### src/rtl/pm_regs_pkg.sv
package pm_regs_pkg;
  localparam int DW = 16;

  localparam logic [DW-1:0] ST_TIMER  = 16'h0001;
  localparam logic [DW-1:0] ST_BUSMST = 16'h0010;
  localparam logic [DW-1:0] ST_GLOBAL = 16'h0020;
  localparam logic [DW-1:0] ST_PWRBTN = 16'h0100;
  localparam logic [DW-1:0] ST_SLPBTN = 16'h0200;
  localparam logic [DW-1:0] ST_RTC    = 16'h0400;
  localparam logic [DW-1:0] ST_WAKE   = 16'h8000;

  // bits a guest may clear by writing one
  localparam logic [DW-1:0] CLR_MASK = ST_WAKE | ST_RTC | ST_SLPBTN | ST_PWRBTN | ST_BUSMST;
  // bits the enable word retains
  localparam logic [DW-1:0] EN_KEEP  = ST_PWRBTN | ST_GLOBAL;
  // pairs that can raise the interrupt
  localparam logic [DW-1:0] IRQ_SRC  = ST_TIMER | ST_GLOBAL | ST_PWRBTN | ST_SLPBTN | ST_RTC;

  localparam logic [DW-1:0] CT_SCIEN  = 16'h0001;
  localparam logic [DW-1:0] CT_SLPEN  = 16'h2000;
  localparam logic [DW-1:0] CT_ZERO   = 16'hc003;
  localparam int            CT_TYP_LO = 10;
  localparam int            CT_TYP_W  = 3;
  localparam int            CT_EN_BIT = 13;

  typedef struct packed {
    logic sts;
    logic en;
    logic ctl;
    logic cmd;
  } port_sel_t;
endpackage

### src/rtl/pm_bus_decode.sv
module pm_bus_decode #(
  parameter int                ADDR_W   = 16,
  parameter logic [ADDR_W-1:0] STS_PORT = 16'h0400,
  parameter logic [ADDR_W-1:0] EN_PORT  = 16'h0402,
  parameter logic [ADDR_W-1:0] CTL_PORT = 16'h0404,
  parameter logic [ADDR_W-1:0] CMD_PORT = 16'h00b2
) (
  input  logic [ADDR_W-1:0]      addr,
  input  logic [2:0]             bytes,
  input  logic                   strobe,
  output pm_regs_pkg::port_sel_t sel,
  output logic                   bad_size
);
  import pm_regs_pkg::*;

  localparam logic [2:0] WORD_SZ = 3'd2;
  localparam logic [2:0] BYTE_SZ = 3'd1;

  port_sel_t hit;

  always_comb begin
    hit.sts = (addr == STS_PORT);
    hit.en  = (addr == EN_PORT);
    hit.ctl = (addr == CTL_PORT);
    hit.cmd = (addr == CMD_PORT);
  end

  logic word_ok, byte_ok;
  assign word_ok = (bytes == WORD_SZ);
  assign byte_ok = (bytes == BYTE_SZ);

  always_comb begin
    sel.sts  = strobe & hit.sts & word_ok;
    sel.en   = strobe & hit.en  & word_ok;
    sel.ctl  = strobe & hit.ctl & word_ok;
    sel.cmd  = strobe & hit.cmd & byte_ok;
    bad_size = strobe & (((hit.sts | hit.en | hit.ctl) & ~word_ok) |
                         (hit.cmd & ~byte_ok));
  end
endmodule

### src/rtl/pm_event_regs.sv
module pm_event_regs #(
  parameter int DW          = 16,
  parameter int SYNC_STAGES = 2
) (
  input  logic          clk,
  input  logic          rst,
  input  logic          wr_sts,
  input  logic          wr_en,
  input  logic [DW-1:0] wdata,
  input  logic          btn_async,
  input  logic          armed,
  output logic [DW-1:0] status_q,
  output logic [DW-1:0] enable_q,
  output logic          btn_rise
);
  import pm_regs_pkg::*;

  logic [SYNC_STAGES-1:0] sync_q;
  logic                   btn_prev;

  generate
    if (SYNC_STAGES == 1) begin : g_one
      always_ff @(posedge clk) begin
        if (rst) sync_q <= '0;
        else     sync_q <= btn_async;
      end
    end else begin : g_chain
      always_ff @(posedge clk) begin
        if (rst) sync_q <= '0;
        else     sync_q <= {sync_q[SYNC_STAGES-2:0], btn_async};
      end
    end
  endgenerate

  always_ff @(posedge clk) begin
    if (rst) btn_prev <= 1'b0;
    else     btn_prev <= sync_q[SYNC_STAGES-1];
  end

  assign btn_rise = sync_q[SYNC_STAGES-1] & ~btn_prev;

  logic [DW-1:0] status_d;

  always_comb begin
    status_d = status_q;
    if (wr_sts)
      status_d = status_d & ~(wdata & CLR_MASK);
    if (btn_rise && armed)
      status_d = status_d | ST_PWRBTN;
  end

  always_ff @(posedge clk) begin
    if (rst) begin
      status_q <= '0;
      enable_q <= '0;
    end else begin
      status_q <= status_d;
      if (wr_en)
        enable_q <= wdata & EN_KEEP;
    end
  end
endmodule

### src/rtl/pm_ctrl_regs.sv
module pm_ctrl_regs #(
  parameter int         DW      = 16,
  parameter logic [2:0] S5_TYPE = 3'd5,
  parameter logic [7:0] CMD_ON  = 8'ha0,
  parameter logic [7:0] CMD_OFF = 8'ha1
) (
  input  logic          clk,
  input  logic          rst,
  input  logic          wr_ctl,
  input  logic          wr_cmd,
  input  logic [DW-1:0] wdata,
  output logic [DW-1:0] ctrl_q,
  output logic          armed,
  output logic          poweroff_q
);
  import pm_regs_pkg::*;

  logic [DW-1:0] ctrl_d;
  logic          sleep_go;

  assign sleep_go = wr_ctl & wdata[CT_EN_BIT] &
                    (wdata[CT_TYP_LO +: CT_TYP_W] == S5_TYPE);

  always_comb begin
    ctrl_d = ctrl_q;
    if (wr_ctl)
      ctrl_d = (ctrl_q & CT_SCIEN) | (wdata & ~(CT_SLPEN | CT_ZERO));
    if (wr_cmd) begin
      if (wdata[7:0] == CMD_ON)
        ctrl_d = ctrl_d | CT_SCIEN;
      else if (wdata[7:0] == CMD_OFF)
        ctrl_d = ctrl_d & ~CT_SCIEN;
    end
  end

  always_ff @(posedge clk) begin
    if (rst) begin
      ctrl_q     <= '0;
      poweroff_q <= 1'b0;
    end else begin
      ctrl_q     <= ctrl_d;
      poweroff_q <= sleep_go;
    end
  end

  assign armed = ctrl_q[0];
endmodule

### src/rtl/pm_sci_gen.sv
module pm_sci_gen #(
  parameter int DW = 16
) (
  input  logic          clk,
  input  logic          rst,
  input  logic [DW-1:0] status,
  input  logic [DW-1:0] enable,
  output logic          sci_n
);
  import pm_regs_pkg::*;

  logic want;
  assign want = |(status & enable & IRQ_SRC);

  always_ff @(posedge clk) begin
    if (rst) sci_n <= 1'b1;
    else     sci_n <= ~want;
  end
endmodule

### src/rtl/pm_fixed_regs.sv
module pm_fixed_regs #(
  parameter int          ADDR_W      = 16,
  parameter int          DW          = 16,
  parameter int          SYNC_STAGES = 2,
  parameter logic [2:0]  S5_TYPE     = 3'd5,
  parameter logic [15:0] STS_PORT    = 16'h0400,
  parameter logic [15:0] EN_PORT     = 16'h0402,
  parameter logic [15:0] CTL_PORT    = 16'h0404,
  parameter logic [15:0] CMD_PORT    = 16'h00b2
) (
  input  logic              clk,
  input  logic              rst,
  input  logic [ADDR_W-1:0] io_addr,
  input  logic [2:0]        io_bytes,
  input  logic              io_rd,
  input  logic              io_wr,
  input  logic [DW-1:0]     io_wdata,
  output logic [DW-1:0]     io_rdata,
  output logic              io_ack,
  output logic              io_reject,
  input  logic              pwrbtn_in,
  output logic              sci_n,
  output logic              poweroff_req
);
  import pm_regs_pkg::*;

  port_sel_t wsel, rsel;
  logic      wbad, rbad;

  pm_bus_decode #(.ADDR_W(ADDR_W), .STS_PORT(STS_PORT), .EN_PORT(EN_PORT),
                  .CTL_PORT(CTL_PORT), .CMD_PORT(CMD_PORT)) u_wdec (
    .addr(io_addr), .bytes(io_bytes), .strobe(io_wr), .sel(wsel), .bad_size(wbad));

  pm_bus_decode #(.ADDR_W(ADDR_W), .STS_PORT(STS_PORT), .EN_PORT(EN_PORT),
                  .CTL_PORT(CTL_PORT), .CMD_PORT(CMD_PORT)) u_rdec (
    .addr(io_addr), .bytes(io_bytes), .strobe(io_rd), .sel(rsel), .bad_size(rbad));

  logic [DW-1:0] status_q, enable_q, ctrl_q;
  logic          armed, btn_rise;

  pm_event_regs #(.DW(DW), .SYNC_STAGES(SYNC_STAGES)) u_evt (
    .clk(clk), .rst(rst), .wr_sts(wsel.sts), .wr_en(wsel.en), .wdata(io_wdata),
    .btn_async(pwrbtn_in), .armed(armed), .status_q(status_q), .enable_q(enable_q),
    .btn_rise(btn_rise));

  pm_ctrl_regs #(.DW(DW), .S5_TYPE(S5_TYPE)) u_ctl (
    .clk(clk), .rst(rst), .wr_ctl(wsel.ctl), .wr_cmd(wsel.cmd), .wdata(io_wdata),
    .ctrl_q(ctrl_q), .armed(armed), .poweroff_q(poweroff_req));

  pm_sci_gen #(.DW(DW)) u_sci (
    .clk(clk), .rst(rst), .status(status_q), .enable(enable_q), .sci_n(sci_n));

  logic [DW-1:0] rd_mux;
  always_comb begin
    rd_mux = '0;
    if (rsel.sts) rd_mux = status_q;
    if (rsel.en)  rd_mux = enable_q;
    if (rsel.ctl) rd_mux = ctrl_q;
  end

  always_ff @(posedge clk) begin
    if (rst) begin
      io_rdata  <= '0;
      io_ack    <= 1'b0;
      io_reject <= 1'b0;
    end else begin
      io_rdata  <= rd_mux;
      io_ack    <= (|wsel) | (|rsel);
      io_reject <= wbad | rbad;
    end
  end
endmodule

### config.mk
export PLATFORM = sky130hd
export DESIGN_NAME = pm_fixed_regs
export DESIGN_NICKNAME = d
export VERILOG_FILES = /design/src/rtl/pm_regs_pkg.sv /design/src/rtl/pm_bus_decode.sv /design/src/rtl/pm_event_regs.sv /design/src/rtl/pm_ctrl_regs.sv /design/src/rtl/pm_sci_gen.sv /design/src/rtl/pm_fixed_regs.sv
export SDC_FILE = /design/constraint.sdc
export NUM_CORES = 1
export LEC_CHECK = 0
export BUFFER_PORTS_ARGS = -buffer_cell sky130_fd_sc_hd__buf_2
export CAP_MARGIN = 20
export CORE_MARGIN = 2
export CORE_UTILIZATION = 51
export DETAILED_ROUTE_END_ITERATION = 6
export PLACE_DENSITY = 0.83
export RECOVER_POWER = 100
export SLEW_MARGIN = 20
export SYNTH_ARGS = -nofsm -noshare
export SYNTH_HDL_FRONTEND = slang
export SYNTH_SLANG_ARGS = --single-unit
### constraint.sdc
create_clock -name clk -period 2.65 [get_ports clk]
set_clock_uncertainty 0.1 [all_clocks]
set_input_delay 0 -clock clk [delete_from_list [all_inputs] [get_ports clk]]
set_output_delay 0 -clock clk [all_outputs]
set_load 0.02 [all_outputs]
==> impl_metrics.tcl, run 1 <==
set metrics [dict create \
    timing_worst_setup_path_type "input pin to flip-flop" \
    initial_core_util 0.531 \
    slew_headroom 0.409 \
    dr.first_iter.drc_count 69 \
    finalHoldViolCount 2 \
    ir_worst_vdd_v 0.000284 \
    wl_per_cell_um 14.3 \
    totalWireLength_um 4170 \
    synth-edff-count 0 \
    cts.htree.levels 2 \
    rsz0062_at_grt "false" \
    gp_congestion 0.866 \
    finalCritPeriodShare 0.888 \
    hpwl_um 2670 \
    synth.largest_area_cell "dfxtp_1" \
    io_pins 60 \
    nFillCells 237 \
    max_freq_ghz 0.425 \
    syn_avg_cell_area_um2 9.22 \
    cts_made_buffers 5 \
    area_growth_pct 38.1 \
    vias_per_cell 5.72 \
    grt-ovfl-total 0 \
    grt_pass1_wl_um 6470 \
    final_nets 298 \
    yosysUniqueCellTypes 38 \
    fin_crit_ns 2.35 \
    die_area_mm2 0.00359 \
    arrival_ns 2.52 \
    path_clk_slew_ns 0.11 \
    clk_latency_ns 0.37 \
    cp-start-kind "input pin" \
    cp.required_ns 2.82 \
    cts_tree "done" \
    ys.flop_type "dfxtp_1" \
    ys_warn_count 0 \
    root_buffer "clkbuf_4" \
    grt_use_total 0.246 \
    rows 20 \
    seqCellArea_um2 781 \
    drt_first_pass_iters 4 \
    setup_viol 0 \
    syn_area_mm2 0.00160 \
    power_leakage_uw 0.000831 \
    antenna_found_initial 0 \
    core-area_mm2 0.00300 \
    drcViolationCount 0 \
    drv_cap 0 \
    grt_max_degree 23 \
    grt_pass1_vias 1484 \
    async_reset_ff_frac 0 \
    cts_buffer_depth 2 \
    fin_hold_ws_ns -0.0177 \
    vias 1664 \
    violations "negative hold slack" \
    crit_fanout 12 \
    dieHeight_um 59.9 \
    antenna_left 0 \
    ys_seq_area_frac 0.489 \
    drive_gt1_frac 0.194 \
    outcome "finished, violations left" \
    diodes 0 \
    postCtsSetupBuffers 0 \
    multi_input_area_um2 738 \
    finalPower_uw 997 \
    tns_ns 0 \
    end_kind "flip-flop" \
    cts_sinks 39 \
    drv_slew 0 \
    worst_hold_path_type "input pin to flip-flop" \
    die_w_um 59.9 \
    tightest_slew_ns 0.885 \
    power.density_mw_per_mm2 452 \
    netlist_instances 173 \
    synthTopCellsByArea "dfxtp_1 (49%), a21oi_1 (6.3%), nand3_1 (4.7%)" \
    port_buffers 55 \
    synth_top_cell_area_share 0.489 \
    ys_ff_latch 39 \
]
per-stage QoR:
stage | worst slack (ns) | utilization | area, µm² | cells | hold WS [ns]
after floorplan | 1.26 | - | 1600 | 175 | -0.0169
after global placement | 0.908 | 0.621 | 1860 | 252 | 0.0811
after detailed placement | 0.844 | 0.621 | 1860 | 252 | 0.0758
after CTS | 0.361 | 0.746 | 2240 | 291 | 0.00738
after global routing | 0.0922 | 0.734 | 2200 | 291 | 0.0205
final | 0.296 | 0.734 | 2200 | 291 | -0.0177
kinds of logic after synthesis:
family | count (synthesis) | synth area share
AOI/OAI and AO/OA | 44 | 0.158
muxes | 1 | 0.00706
buffers and inverters | 15 | 0.0439
and+or+nand+nor | 73 | 0.299
other | 1 | 0.00235
DFF | 39 | 0.489
final cells by class:
class | instances | area share
sequential | 39 | 0.354
multi-input combinational | 121 | 0.335
timing repair buffer | 87 | 0.260
clock buffer | 6 | 0.0233
tap | 33 | 0.0187
inverter | 4 | 0.00681
clock inverter | 1 | 0.00227
final timing paths:
check / from / endpoint / slack, ns / cells past startpoint
setup reg to reg: u_ctl.ctrl_q[0]$_SDFFE_PP0P_ / u_ctl.ctrl_q[0]$_SDFFE_PP0P_ / 1.34 / 3
hold / removal: io_addr[14] / io_rdata[5]$_SDFF_PP0_ / -0.02 / 5
hold reg to reg: u_evt.enable_q[8]$_SDFFE_PP0P_ / u_sci.sci_n$_SDFF_PP1_ / 0.34 / 1
setup / recovery: io_addr[5] / u_ctl.ctrl_q[6]$_SDFFE_PP0P_ / 0.30 / 7
critical path, stage by stage:
cell	delay (ns)
dlygate4sd3_1	0.53
clkbuf_1	0.13
nor4b_4	0.44
nand3_1	0.42
o21ai_0	0.32
a21oi_1	0.10
dlygate4sd3_1	0.58
sequential cells by signal (all words and copies together), names as in the netlist:
signal,count
u_evt.sync_q,2
u_ctl.ctrl_q,12
u_evt.enable_q,2
io_ack,1
io_rdata,13
u_ctl.poweroff_q,1
u_evt.btn_prev,1
u_evt.status_q,5
u_sci.sci_n,1
io_reject,1
repair_timing:
| item | 4_1_cts | 5_1_grt |
|---|---|---|
| resized for setup | 0 | 0 |
| hold endpoints to repair | 26 | 0 |
| hold buffers | 32 | 0 |
where the power goes:
part / switching, µW / internal [µW] / leakage (µW) / total, µW
registers: 0.327 / 588 / 0.000315 / 588
logic: 47.3 / 50.8 / 0.000482 / 98.0
clock network: 188 / 123 / 0.0000341 / 311
cell usage after synthesis, drive strengths merged, types with 2 or more instances:
cell type  count
a32o           3
nor4b          2
o21ai         15
inv            3
clkbuf         6
dfxtp         39
nand4          9
buf            5
and4           2
a21oi         20
nand2          7
and2           8
nand3         15
nor4           5
nor2           9
nor2b          4
a31oi          2
nor3           4
cells in the final DEF (no fill, tap or decap), types with 2 or more instances in the layout:
| master | count |
|---|---|
| dfxtp_1 | 39 |
| inv_1 | 3 |
| a32o_1 | 3 |
| and2_0 | 6 |
| nand2_1 | 7 |
| dlygate4sd3_1 | 32 |
| buf_2 | 36 |
| o21ai_1 | 3 |
| nor2_1 | 9 |
| nand4_1 | 9 |
| and4_1 | 2 |
| nor3_1 | 3 |
| conb_1 | 3 |
| and2_1 | 2 |
| nand3_1 | 15 |
| a21oi_1 | 20 |
| nor2b_1 | 4 |
| clkbuf_1 | 19 |
| clkbuf_4 | 5 |
| a31oi_1 | 2 |
| o21ai_0 | 12 |
| nor4_1 | 4 |
layer usage:
| layer | up-vias | GRT usage | wire [µm] |
|---|---|---|---|
| li1 | 800 | - | - |
| met1 | 768 | 0.285 | 1680 |
| met3 | 12 | 0.0779 | 380 |
| met2 | 84 | 0.405 | 2010 |
| met4 | 0 | 0.124 | 102 |
| met5 | - | 0 | 0 |
(Power assumes the default switching activity.)
==> run 2: changes to the inputs <==
--- a/config.mk
+++ b/config.mk
@@ -5,12 +5,13 @@
 export SDC_FILE = /design/constraint.sdc
 export NUM_CORES = 1
 export LEC_CHECK = 0
+export ABC_AREA = 1
 export BUFFER_PORTS_ARGS = -buffer_cell sky130_fd_sc_hd__buf_2
 export CAP_MARGIN = 20
 export CORE_MARGIN = 2
 export CORE_UTILIZATION = 51
 export DETAILED_ROUTE_END_ITERATION = 6
-export PLACE_DENSITY = 0.83
+export PLACE_DENSITY = 0.84
 export RECOVER_POWER = 100
 export SLEW_MARGIN = 20
 export SYNTH_ARGS = -nofsm -noshare
==> run 2 against run 1 <==
Hold slack improved by 0.035 ns. The run now ends clean. Critical endpoint is now u_ctl.ctrl_q[12]$_SDFFE_PP0P_. Maximum frequency rose by 20%. Final cell count rose by 13%. Sequential power barely moved. First-iteration DRC count fell by 7.2%. Routed wire length fell by 13%. Non-clock buffer count fell by 5. Synthesized area fell by 1.4%.
==> impl_metrics.tcl, run 2 <==
set metrics [dict create \
    drt_first_pass_iters 4 \
    totalWireLength_um 3630 \
    fin_crit_ns 1.96 \
    cts_made_buffers 5 \
    seqCellArea_um2 781 \
    slew_headroom 0.634 \
    synthTopCellsByArea "dfxtp_1 (50%), nor2_1 (10%), inv_1 (7.2%)" \
    timing_worst_setup_path_type "input pin to flip-flop" \
    gp_congestion 0.802 \
    final_nets 335 \
    grt_pass1_vias 1487 \
    initial_core_util 0.524 \
    drcViolationCount 0 \
    power.density_mw_per_mm2 454 \
    ys.flop_type "dfxtp_1" \
    synth-edff-count 0 \
    cp.required_ns 2.82 \
    power.internal_uw 742 \
    io_pins 60 \
    dieHeight_um 59.5 \
    final_cell_count_no_fill 329 \
    synth_top_family_by_area "simple AND/OR/NAND/NOR gates" \
    end_kind "flip-flop" \
    rsz0062_at_grt "false" \
    ys_seq_area_frac 0.496 \
    area_growth_pct 35.7 \
    seqPwrFrac 0.607 \
    placed_area_mm2 0.00186 \
    wl_per_cell_um 11.0 \
    antenna_found_initial 0 \
    cts_sinks 39 \
    outcome "finished clean" \
    postCtsSetupBuffers 0 \
    crit_fanout 21 \
    synth-compound-area-share 0.124 \
    die_area_mm2 0.00354 \
    power_switching_uw 228 \
    yosys.area_share.simple 0.270 \
    grt-ovfl-total 0 \
    antenna_left 0 \
    die_w_um 59.5 \
    grt_max_degree 22 \
    core-area_mm2 0.00300 \
    clk_latency_ns 0.33 \
    synth_top_cell_area_share 0.496 \
    tightest_slew_ns 0.547 \
    grt_pass1_wl_um 5860 \
    root_buffer "clkbuf_4" \
    cp-start-kind "input pin" \
    cts.htree.levels 2 \
    finalCritPeriodShare 0.740 \
    rows 20 \
    muxShareOfSynthArea 0 \
    cts_buffer_depth 2 \
    drv_slew 0 \
    vias 1593 \
    ys_warn_count 0 \
    synth-xor-area-share 0 \
    finalHoldViolCount 0 \
    netlist_instances 214 \
    grt_use_total 0.222 \
    cts_tree "done" \
    path_clk_slew_ns 0.11 \
    netSwitchingFraction 0.235 \
    p_clk_frac 0.295 \
    synth.largest_area_cell "dfxtp_1" \
    max_freq_ghz 0.510 \
    ir_worst_vdd_v 0.000524 \
    regMostFlops "io_rdata" \
    synth_fa_ha_area_frac 0 \
    drv_cap 0 \
    reg.largest.list "io_rdata: 13 flops, u_ctl.ctrl_q: 12 flops, u_evt.status_q: 5 flops" \
    port_buffers 55 \
    vias_per_cell 4.84 \
    syn_avg_cell_area_um2 7.35 \
    arrival_ns 2.13 \
    drive_gt1_frac 0.176 \
    hpwl_um 2360 \
    syn_area_mm2 0.00157 \
    dr.first_iter.drc_count 64 \
    worst_hold_path_type "input pin to flip-flop" \
    multi_input_area_um2 628 \
    tns_ns 0 \
    async_reset_ff_frac 0 \
    dp.cells 296 \
    ys_ff_latch 39 \
    nFillCells 272 \
    yosysUniqueCellTypes 19 \
    largest_register_ffs 13 \
    final_common_cell "nor2_1" \
    cts_resized 0 \
    fin_area_mm2 0.00213 \
    power_leakage_uw 0.000907 \
    p_comb_frac 0.098 \
    yosys-top-cells-count "nor2_1 (42), dfxtp_1 (39), inv_1 (30), nand2_1 (30), a21oi_1 (20)" \
    diodes 0 \
    setup_viol 0 \
    final_cell_mix "nor2_1 (43), dfxtp_1 (39), buf_2 (37)" \
    yosysMostFrequentCell "nor2_1" \
]
[run 2: changes by cell type in the layout (fill, tap and decap cells not counted), sizes merged, moves of 4 or more]
cell         previous run  this run
nand3                  15        11
nor3                    4         0
dlygate4sd3            32        25
nand4                   9         5
o22ai                   0         4
inv                     3        30
nor2b                   4         0
and2                    8         0
nor2                    9        46
nor4                    5         0
nand2                   7        31
[run 2: power by group through the flow]
stage,clock (µW),combinational [µW],sequential [µW]
5_1_grt,331,106,589
2_1_floorplan,0,34.7,601
4_1_cts,294,93.9,588
3_3_place_gp,0,67.0,602
6_report,286,95.4,588
3_5_place_dp,0,68.7,602
[run 2: path summary, 6_finish.rpt]
kind | cells past startpoint | start | slack (ns) | end
worst max-delay path | 10 | io_bytes[1] | 0.69 | u_ctl.ctrl_q[12]$_SDFFE_PP0P_
worst min-delay path | 6 | io_addr[9] | 0.02 | u_ctl.ctrl_q[0]$_SDFFE_PP0P_
worst max register to register | 3 | u_ctl.ctrl_q[12]$_SDFFE_PP0P_ | 1.41 | u_ctl.ctrl_q[12]$_SDFFE_PP0P_
worst min register to register | 2 | u_evt.sync_q[0]$_SDFF_PP0_ | 0.31 | u_evt.sync_q[1]$_SDFF_PP0_
[run 2: worst max-delay path, stage by stage]
cell	delay [ns]
dlygate4sd3_1	0.52
buf_2	0.11
nand2_1	0.08
nor2_1	0.23
nand3_1	0.12
buf_4	0.23
inv_1	0.11
nand2_1	0.05
a21oi_1	0.12
dlygate4sd3_1	0.56
[run 2: area by class of cell]
class,instances,share of cell area
inverter,30,0.0528
multi-input combinational,137,0.294
sequential,39,0.366
tap,33,0.0193
clock inverter,2,0.00586
timing repair buffer,82,0.243
clock buffer,6,0.0193
[run 2: kinds of logic after synthesis]
group / after synthesis
other: 1
buffers and inverters: 40
flip-flops: 39
AO/OA/AOI/OAI: 38
AND/OR/NAND/NOR: 96
[run 2: routing by layer]
| layer | vias to the layer above | part of all wire | GRT usage |
|---|---|---|---|
| met5 | - | 0 | 0 |
| met4 | 0 | 0.017 | 0.0857 |
| met3 | 8 | 0.044 | 0.0742 |
| met2 | 39 | 0.51 | 0.389 |
| met1 | 715 | 0.43 | 0.247 |
| li1 | 831 | - | - |
[run 2: what timing repair did]
action | CTS | global route
setup endpoints to repair | 0 | 0
hold endpoints to repair | 25 | 0
hold buffers | 25 | 0
[run 2: stage by stage]
stage	hold WS, ns	utilization	total power, µW	setup slack [ns]
final	0.0175	0.711	969	0.688
after global routing	0.0340	0.711	1030	0.644
after CTS	0.00415	0.719	977	0.760
after detailed placement	0.0844	0.618	670	1.00
after global placement	0.0798	0.618	669	1.07
after floorplan	-0.00655	-	636	1.64
==> run 3: changes to the inputs <==
--- a/config.mk
+++ b/config.mk
@@ -9,9 +9,9 @@
 export BUFFER_PORTS_ARGS = -buffer_cell sky130_fd_sc_hd__buf_2
 export CAP_MARGIN = 20
 export CORE_MARGIN = 2
-export CORE_UTILIZATION = 51
+export CORE_UTILIZATION = 43
 export DETAILED_ROUTE_END_ITERATION = 6
-export PLACE_DENSITY = 0.84
+export PLACE_DENSITY = 0.75
 export RECOVER_POWER = 100
 export SLEW_MARGIN = 20
 export SYNTH_ARGS = -nofsm -noshare
==> constraint.sdc (replaced) <==
create_clock -name clk -period 1.7 [get_ports clk]
set_clock_uncertainty 0.1 [all_clocks]
set_input_delay 0 -clock clk [delete_from_list [all_inputs] [get_ports clk]]
set_output_delay 0 -clock clk [all_outputs]
set_load 0.02 [all_outputs]
==> run 3 against run 2 <==
Sequential power increased by 56%. Clock power increased by 58%. Power increased by 57%. Critical endpoint is now u_ctl.poweroff_q$_SDFF_PP0_. Sequential share of layout area decreased by 1.2 points. Hold slack got worse by 0.0073 ns. Critical path type unchanged. Non-clock buffer count increased by 7. First-iteration DRC count increased by 17%. Worst setup slack got worse by 0.61 ns. Final cell count increased by 6.1%. Via count increased by 0.38%. Global-route usage decreased by 3.7 points.
==> impl_metrics.tcl, run 3 (synthesis results as in run 2) <==
set metrics [dict create \
    totalWireLength_um 3590 \
    die_area_mm2 0.00416 \
    cts.htree.levels 2 \
    drv_cap 0 \
    reg.largest.list "io_rdata: 13 flops, u_ctl.ctrl_q: 12 flops, u_evt.status_q: 5 flops" \
    final_cell_mix "nor2_1 (43), dfxtp_1 (39), buf_2 (36)" \
    placed_area_mm2 0.00189 \
    root_buffer "clkbuf_4" \
    path_clk_slew_ns 0.11 \
    dp.cells 311 \
    port_buffers 55 \
    initial_core_util 0.460 \
    drt_first_pass_iters 5 \
    cp.required_ns 1.88 \
    outcome "finished clean" \
    power_leakage_uw 0.000931 \
    final_cell_count_no_fill 349 \
    hpwl_um 2400 \
    end_kind "flip-flop" \
    fin_crit_ns 1.62 \
    grt_use_total 0.185 \
    grt_max_degree 22 \
    slowest_stage "dlygate4sd3_1" \
    r2r-start "u_ctl.ctrl_q[12]$_SDFFE_PP0P_" \
    fin_hold_ws_ns 0.0102 \
    ff2ff_path_depth 3 \
    vias_per_cell 4.58 \
    finalHoldViolCount 0 \
    max_freq_ghz 0.616 \
    rrSetupSlack_ns 0.46 \
    ir_worst_vdd_v 0.000471 \
    arrival_ns 1.80 \
    tns_ns 0 \
    dieHeight_um 64.5 \
    cp_common_cell "dlygate4sd3_1" \
    drcViolationCount 0 \
    fin_area_mm2 0.00221 \
    worstSetupEndpoint "u_ctl.poweroff_q$_SDFF_PP0_" \
    dr.first_iter.drc_count 75 \
    grt_pass1_vias 1442 \
    drv_slew 0 \
    wl_per_cell_um 10.3 \
    cp-start-kind "input pin" \
    cp_slowest_stage_delay_ns 0.57 \
    holdPathStages 6 \
    final_nets 342 \
    regMostFlops "io_rdata" \
    clk_latency_ns 0.33 \
    rr_endpoint "u_ctl.ctrl_q[12]$_SDFFE_PP0P_" \
    cts_sinks 39 \
    worst_hold_path_type "input pin to flip-flop" \
    finalCritPeriodShare 0.955 \
    drive_gt1_frac 0.168 \
    antenna_found_initial 0 \
    setup_viol 0 \
    cts_tree "done" \
    gp_congestion 0.823 \
    critPathLaunch "rst" \
    diodes 0 \
    power.density_mw_per_mm2 690 \
    timing_worst_setup_path_type "input pin to flip-flop" \
    final_common_cell "nor2_1" \
    final_core_util 0.647 \
    rows 21 \
    core-area_mm2 0.00342 \
    crit_chain "dlygate4sd3_1 > buf_2 > inv_1 > buf_4 > nand4_1 > dlygate4sd3_1 > nor2_1" \
    crit_fanout 20 \
    largest_register_ffs 13 \
    vias 1599 \
    grt-ovfl-total 0 \
    cts_buffer_depth 2 \
    io_pins 60 \
    antenna_left 0 \
    grt_pass1_wl_um 6020 \
    area_growth_pct 40.4 \
    cts_made_buffers 5 \
    die_w_um 64.5 \
    rsz0062_at_grt "false" \
]
run 3: changes by cell type in the layout (fill, tap and decap cells not counted), sizes merged:
cell and delta:
buf -1, clkbuf +3, dlygate4sd3 +5
run 3: area by class of cell:
class / instances / area, µm²
tap: 46 / 57.6
fill: 332 / 1210
clock inverter: 2 / 12.5
sequential: 39 / 781
multi-input combinational: 137 / 628
clock buffer: 6 / 41.3
timing repair buffer: 89 / 576
inverter: 30 / 113
run 3: worst max-delay path: cells and delay by family:
| family | cells | cell delay, ns |
|---|---|---|
| buf+inv | 5 | 1.59 |
| simple gates | 2 | 0.21 |
run 3: worst min path at each step:
stage | endpoint | slack, ns | from
after global placement | u_evt.status_q[15]$_SDFFE_PP0P_ | 0.09 | io_wdata[15]
final | io_reject$_SDFF_PP0_ | 0.01 | io_addr[0]
after CTS | io_reject$_SDFF_PP0_ | 0.0003 | io_addr[0]
after global routing | io_reject$_SDFF_PP0_ | 0.04 | io_addr[0]
after detailed placement | u_evt.status_q[15]$_SDFFE_PP0P_ | 0.09 | io_wdata[15]
after floorplan | u_evt.status_q[10]$_SDFFE_PP0P_ | -0.007 | io_wdata[10]
run 3: per-layer routing:
layer,routed length (µm),global-route usage,vias to the layer above,share of wire
li1,-,-,847,-
met1,1580,0.216,713,0.44
met2,1780,0.324,32,0.49
met3,167,0.0365,7,0.046
met4,70,0.0931,0,0.019
met5,0,0,-,0
run 3: where the power goes:
group	switching, µW	leakage (µW)	internal, µW	total (µW)
Combinational	68.6	0.000588	88.4	157
Clock	291	0.0000282	160	451
Sequential	0.947	0.000315	916	917
run 3: metrics by stage:
stage	total power, µW	setup slack, ns
floorplan	992	0.689
global placement	1040	0.487
detailed placement	1050	0.454
CTS	1540	0.0268
global route	1600	0.00111
finish	1520	0.0759
run 3: what timing repair did:
| action | 4_1_cts | 5_1_grt |
|---|---|---|
| resized for setup | 0 | 2 |
| hold buffers | 30 | 0 |
| setup buffers | 0 | 0 |
| hold endpoints to repair | 25 | 0 |
| endpoints found under the setup margin | 0 | 2 |
